<file path="config.mk">
export PLATFORM = sky130hd
export DESIGN_NAME = pulse_prefix_counter
export DESIGN_NICKNAME = d
export VERILOG_FILES = /design/src/rtl/ppc_pkg.sv /design/src/rtl/ppc_launch.sv /design/src/rtl/ppc_cell.sv /design/src/rtl/pulse_prefix_counter.sv
export SDC_FILE = /design/constraint.sdc
export NUM_CORES = 1
export LEC_CHECK = 0
export ABC_AREA = 0
export CORE_MARGIN = 10
export CORE_UTILIZATION = 50
export DETAILED_ROUTE_END_ITERATION = 10
export PLACE_DENSITY = 0.83
export SLEW_MARGIN = 5
export SYNTH_ARGS = -nofsm -noshare
export SYNTH_HDL_FRONTEND = slang
export SYNTH_SLANG_ARGS = --single-unit
</file>
<file path="constraint.sdc">
create_clock -name clk -period 1.21 [get_ports clk]
set_input_delay 0.1815 -clock clk [delete_from_list [all_inputs] [get_ports clk]]
set_output_delay 0.1815 -clock clk [all_outputs]
set_load 0.005 [all_outputs]
</file>
<file path="src/rtl/ppc_pkg.sv">
`timescale 1ns/1ps
package ppc_pkg;

   // Width of a slot counter able to hold the latest arrival slot (2n).
   function automatic int slot_width(input int n);
      return $clog2(2 * n + 1);
   endfunction

   // Width of a prefix count able to hold n.
   function automatic int count_width(input int n);
      return (n < 2) ? 1 : $clog2(n + 1);
   endfunction

   // Largest number of cells the block accepts.
   localparam int MAX_CELLS = 1024;

endpackage

</file>
<file path="src/rtl/ppc_launch.sv">
`timescale 1ns/1ps
// Captures the operand on the start strobe and emits the leader's launch
// pulse in the first slot of the run.
module ppc_launch #(
   parameter int N = 8
) (
   input  logic         clk,
   input  logic         rst_n,
   input  logic         start_i,
   input  logic [N-1:0] bits_i,
   output logic [N-1:0] bits_q,
   output logic         launch_q,
   output logic         run_q
);

   always_ff @(posedge clk) begin
      if (!rst_n) begin
         bits_q   <= '0;
         launch_q <= 1'b0;
         run_q    <= 1'b0;
      end else begin
         launch_q <= start_i;
         if (start_i) begin
            bits_q <= bits_i;
            run_q  <= 1'b1;
         end
      end
   end

endmodule

</file>
<file path="src/rtl/ppc_cell.sv">
`timescale 1ns/1ps
// One cell of the chain: optional one-slot delay, a slot counter that
// freezes on pulse arrival, and the prefix readout.
module ppc_cell #(
   parameter int IDX = 0,
   parameter int CW  = 5,
   parameter int OW  = 4
) (
   input  logic          clk,
   input  logic          rst_n,
   input  logic          clr_i,
   input  logic          run_i,
   input  logic          bit_i,
   input  logic          pulse_i,
   output logic          pulse_o,
   output logic          frozen_o,
   output logic [OW-1:0] count_o
);

   localparam logic [CW-1:0] OFFSET = CW'(IDX + 1);

   logic          dly_q;
   logic          fwd_q;
   logic          frozen_q;
   logic [CW-1:0] slot_q;
   logic          hit;

   // A set bit makes the pulse arrive one slot later.
   assign hit = bit_i ? dly_q : pulse_i;

   always_ff @(posedge clk) begin
      if (!rst_n) begin
         dly_q    <= 1'b0;
         fwd_q    <= 1'b0;
         frozen_q <= 1'b0;
         slot_q   <= '0;
      end else if (clr_i) begin
         dly_q    <= 1'b0;
         fwd_q    <= 1'b0;
         frozen_q <= 1'b0;
         slot_q   <= '0;
      end else begin
         dly_q <= pulse_i;
         fwd_q <= hit;
         if (run_i && !frozen_q) begin
            slot_q <= slot_q + 1'b1;
            if (hit) begin
               frozen_q <= 1'b1;
            end
         end
      end
   end

   assign pulse_o  = fwd_q;
   assign frozen_o = frozen_q;
   assign count_o  = frozen_q ? OW'(slot_q - OFFSET) : '0;

endmodule

</file>
<file path="src/rtl/pulse_prefix_counter.sv">
`timescale 1ns/1ps
module pulse_prefix_counter #(
   parameter int N  = 8,
   parameter int CW = ppc_pkg::slot_width(N),
   parameter int OW = ppc_pkg::count_width(N)
) (
   input  logic            clk,
   input  logic            rst_n,
   input  logic            start_i,
   input  logic [N-1:0]    bits_i,
   output logic            done_o,
   output logic [N*OW-1:0] counts_o
);

   // Elaboration-time parameter checks.
   if (N < 1 || N > ppc_pkg::MAX_CELLS) begin : g_bad_n
      $error("pulse_prefix_counter: N out of range");
   end
   if (CW < ppc_pkg::slot_width(N)) begin : g_bad_cw
      $error("pulse_prefix_counter: CW too narrow for 2N slots");
   end
   if (OW < ppc_pkg::count_width(N)) begin : g_bad_ow
      $error("pulse_prefix_counter: OW too narrow for N");
   end

   logic [N-1:0] bits_q;
   logic         launch_q;
   logic         run_q;
   logic [N:0]   chain_w;
   logic [N-1:0] pulse_w;
   logic [N-1:0] frozen_w;

   ppc_launch #(.N(N)) launch_i (
      .clk      (clk),
      .rst_n    (rst_n),
      .start_i  (start_i),
      .bits_i   (bits_i),
      .bits_q   (bits_q),
      .launch_q (launch_q),
      .run_q    (run_q)
   );

   assign chain_w[0] = launch_q;

   for (genvar c = 0; c < N; c++) begin : g_cell
      ppc_cell #(.IDX(c), .CW(CW), .OW(OW)) cell_i (
         .clk      (clk),
         .rst_n    (rst_n),
         .clr_i    (start_i),
         .run_i    (run_q),
         .bit_i    (bits_q[c]),
         .pulse_i  (chain_w[c]),
         .pulse_o  (chain_w[c+1]),
         .frozen_o (frozen_w[c]),
         .count_o  (counts_o[c*OW +: OW])
      );
      assign pulse_w[c] = chain_w[c+1];
   end

   assign done_o = frozen_w[N-1];

endmodule

</file>
==> run_results.csv <==
group,metric,value,unit
flow_run,cap_violations,0,
finish,nNetsFinal,434,
global_routing,grt_max_degree,40,
sta,tightest_slew,0.453,ns
setup_path,arrival,1.40,ns
finish,final_cell_mix,"43 x buf_4, 38 x dfxtp_1, 32 x and2_1",
detailed_routing,vias,2394,
sta,finalMaxSlewViolations,0,
min_path,hold_class,"register to register",
detailed_routing,drt-total-wl,6980,um
placement,dpl.hpwl,4230,um
detailed_routing,viasPerCell,4.93,
finish,postLayoutCoreUtil,76.2,%
finish,fill_cells,415,
die,start_util,51.9,%
clocking,clk_latency,0.34,ns
global_routing,grt_first_pass_wirelength,11400,um
sta,fin_crit_sh,131,%
clocking,root_buffer,"clkbuf_8",
setup_path,critPathRequiredTime,1.03,ns
detailed_routing,drc,0,
sta,fin_hold_ws,0.455,ns
synth,ys_warn_count,0,
die,die_area,9230,um^2
clocking,path_clk_slew,0.07,ns
power,max-vdd-ir-drop,0.000652,V
global_routing,gr-total-overflow,0,
finish,area_delta_synth_final,46.8,%
sta,finalSetupViolCount,24,
synth,postSynthCellCount,303,
outcome,status,"finished with violations",
global_routing,antenna_found_initial,0,
clocking,cts_tree,"yes",
sta,clock_skew,0.00736,ns
placement,gp_congestion,0.759,
clocking,cts_made_buffers,9,
setup_path,cp-end-kind,"primary output",
clocking,clock_sinks,65,
sta,fmax,0.632,GHz
die,io_pins,44,
clocking,cts_hold_buf,0,
detailed_routing,dr.pass1.iters,4,
synth,synth.avg_cell_area,9.55,um^2
global_routing,grtUsageTotal,15.6,%
setup_path,start_kind,"register",
sta,rsz0062_at_grt,"true",
clocking,h-tree-depth,3,
global_routing,grt_pass1_vias,2485,
detailed_routing,wl_per_cell,14.4,um
power,p_leak,1.86,nW
detailed_routing,drtIter0Drc,70,
detailed_routing,antenna_left,0,
setup_path,cp_max_fo,2,
synth,syn-num-nets,327,
synth,synth.distinct_cells,25,
sta,hold_violations,0,
die,coreArea,5570,um^2
placement,portBuffers,43,
die,rows,27,
sta,fin_crit,1.58,ns
clocking,clk_path_buf_depth,2,
sta,worst_slack,-0.373,ns
power,power_density,1010,nW/um^2
setup_path,crit_type,"register to primary output",
outcome,violations,"setup timing",
die,die_w,96.1,um
placement,pre_cts_ws,-0.316,ns
finish,antenna_cells,0,
sta,max_slew_margin,69.8,%
finish,drive_gt1_share,42.8,%
placement,dp_cells,453,
die,die_y,96.1,um
finish,fin_cells,486,
synth,ys_seq_area_share,45.0,%
finish,layout_commonest_cell,"buf_4",
synth,ys_ff_latch,65,
synth,syn-cell-area,2890,um^2
## registers in the layout, indices dropped and copies added, names as in the netlist
register,flops
g_cell.cell_i.frozen_o,8
launch_i.launch_q,1
launch_i.bits_q,8
g_cell.cell_i.slot_q,32
g_cell.cell_i.dly_q,8
g_cell.cell_i.pulse_o,7
launch_i.run_q,1
## where the power goes
part / internal (mW) / leakage, nW / switching [mW]
Clock: 0.931 / 0.0929 / 0.791
Sequential: 2.17 / 0.542 / 0.0325
Combinational: 0.214 / 1.23 / 0.171
Total: 3.31 / 1.86 / 0.995
## final cells by class
| type | instances | area, um^2 | area share [%] |
|---|---|---|---|
| Clock inverter | 4 | 45.0 | 1.06 |
| Timing Repair Buffer | 106 | 878 | 20.7 |
| Multi-Input combinational cell | 222 | 1720 | 40.6 |
| Clock buffer | 11 | 131 | 3.09 |
| Sequential cell | 65 | 1360 | 31.9 |
| Inverter | 6 | 25.0 | 0.589 |
| Tap cell | 72 | 90.1 | 2.12 |
## worst max-delay path, stage by stage (launching register included)
cell     delay (ns)
dfxtp_2        0.33
buf_6          0.12
a21oi_4        0.15
xor2_1         0.20
and2_1         0.16
buf_2          0.11
## logic make-up (layout without fill, tap and decap cells)
logic type	Yosys count	in the layout	share of synthesized area, %
fa+ha+maj	13	13	5.62
flops	65	65	45.0
compound gates	26	26	4.58
buf+inv	16	127	2.77
xor+xnor	29	29	8.78
simple gates	134	134	26.0
mux	20	20	7.27
## synth_stat cells, drive strengths merged
cell    count  area [um^2]
dfxtp      65         1300
and2       37          231
nor2       29          109
nor2b      23          144
a21oi      19         95.1
xor2       16          140
ha         13          163
xnor2      13          114
mux2i      12          120
nand2      11         41.3
mux2        8         90.1
nand3b      8         60.1
nand2b      7         43.8
buf         6         42.5
inv         6         22.5
o21ai       6         30.0
and2b       5         37.5
nand3       5         25.0
or3         5         31.3
clkbuf      4         15.0
nand4b      2         17.5
nand4       1         6.26
nor3        1         5.00
o21a        1         7.51
## stage by stage
stage	setup TNS [ns]	cell area, um^2	power, mW
after floorplan	0	2890	2.44
after global placement	-11.86	3730	2.57
after detailed placement	-13.46	3730	2.58
after CTS	-4.35	4150	4.31
after global routing	-4.94	4250	4.46
final	-3.61	4250	4.31
## metal layers
layer	global-route usage, %	vias up	part of all wire (%)
met5	0	-	0
met4	7.74	0	2.7
met3	3.42	20	4.2
met2	28.4	48	52
met1	16.5	1128	42
li1	-	1198	-
## worst paths after layout
path,start,to,slack [ns],cells past startpoint
worst max register to register,g_cell[6].cell_i.slot_q[1]$_SDFFE_PP0P_,g_cell[6].cell_i.slot_q[3]$_SDFFE_PP0P_,0,5
worst max-delay path,g_cell[2].cell_i.slot_q[1]$_SDFFE_PP0P_,counts_o[11],-0.37,5
worst min-delay path,g_cell[0].cell_i.pulse_o$_SDFF_PP0_,g_cell[1].cell_i.dly_q$_SDFF_PP0_,0.46,1
worst min register to register,g_cell[0].cell_i.pulse_o$_SDFF_PP0_,g_cell[1].cell_i.dly_q$_SDFF_PP0_,0.46,1
## repair_timing
item | CTS | global route
endpoints found under the hold margin | 0 | 0
resized for setup | 206 | 33
buffers inserted | 20 | 7
setup endpoints to repair | 36 | 35
pin swaps | 30 | 15
No activity file was read; power rests on OpenSTA's default activity.
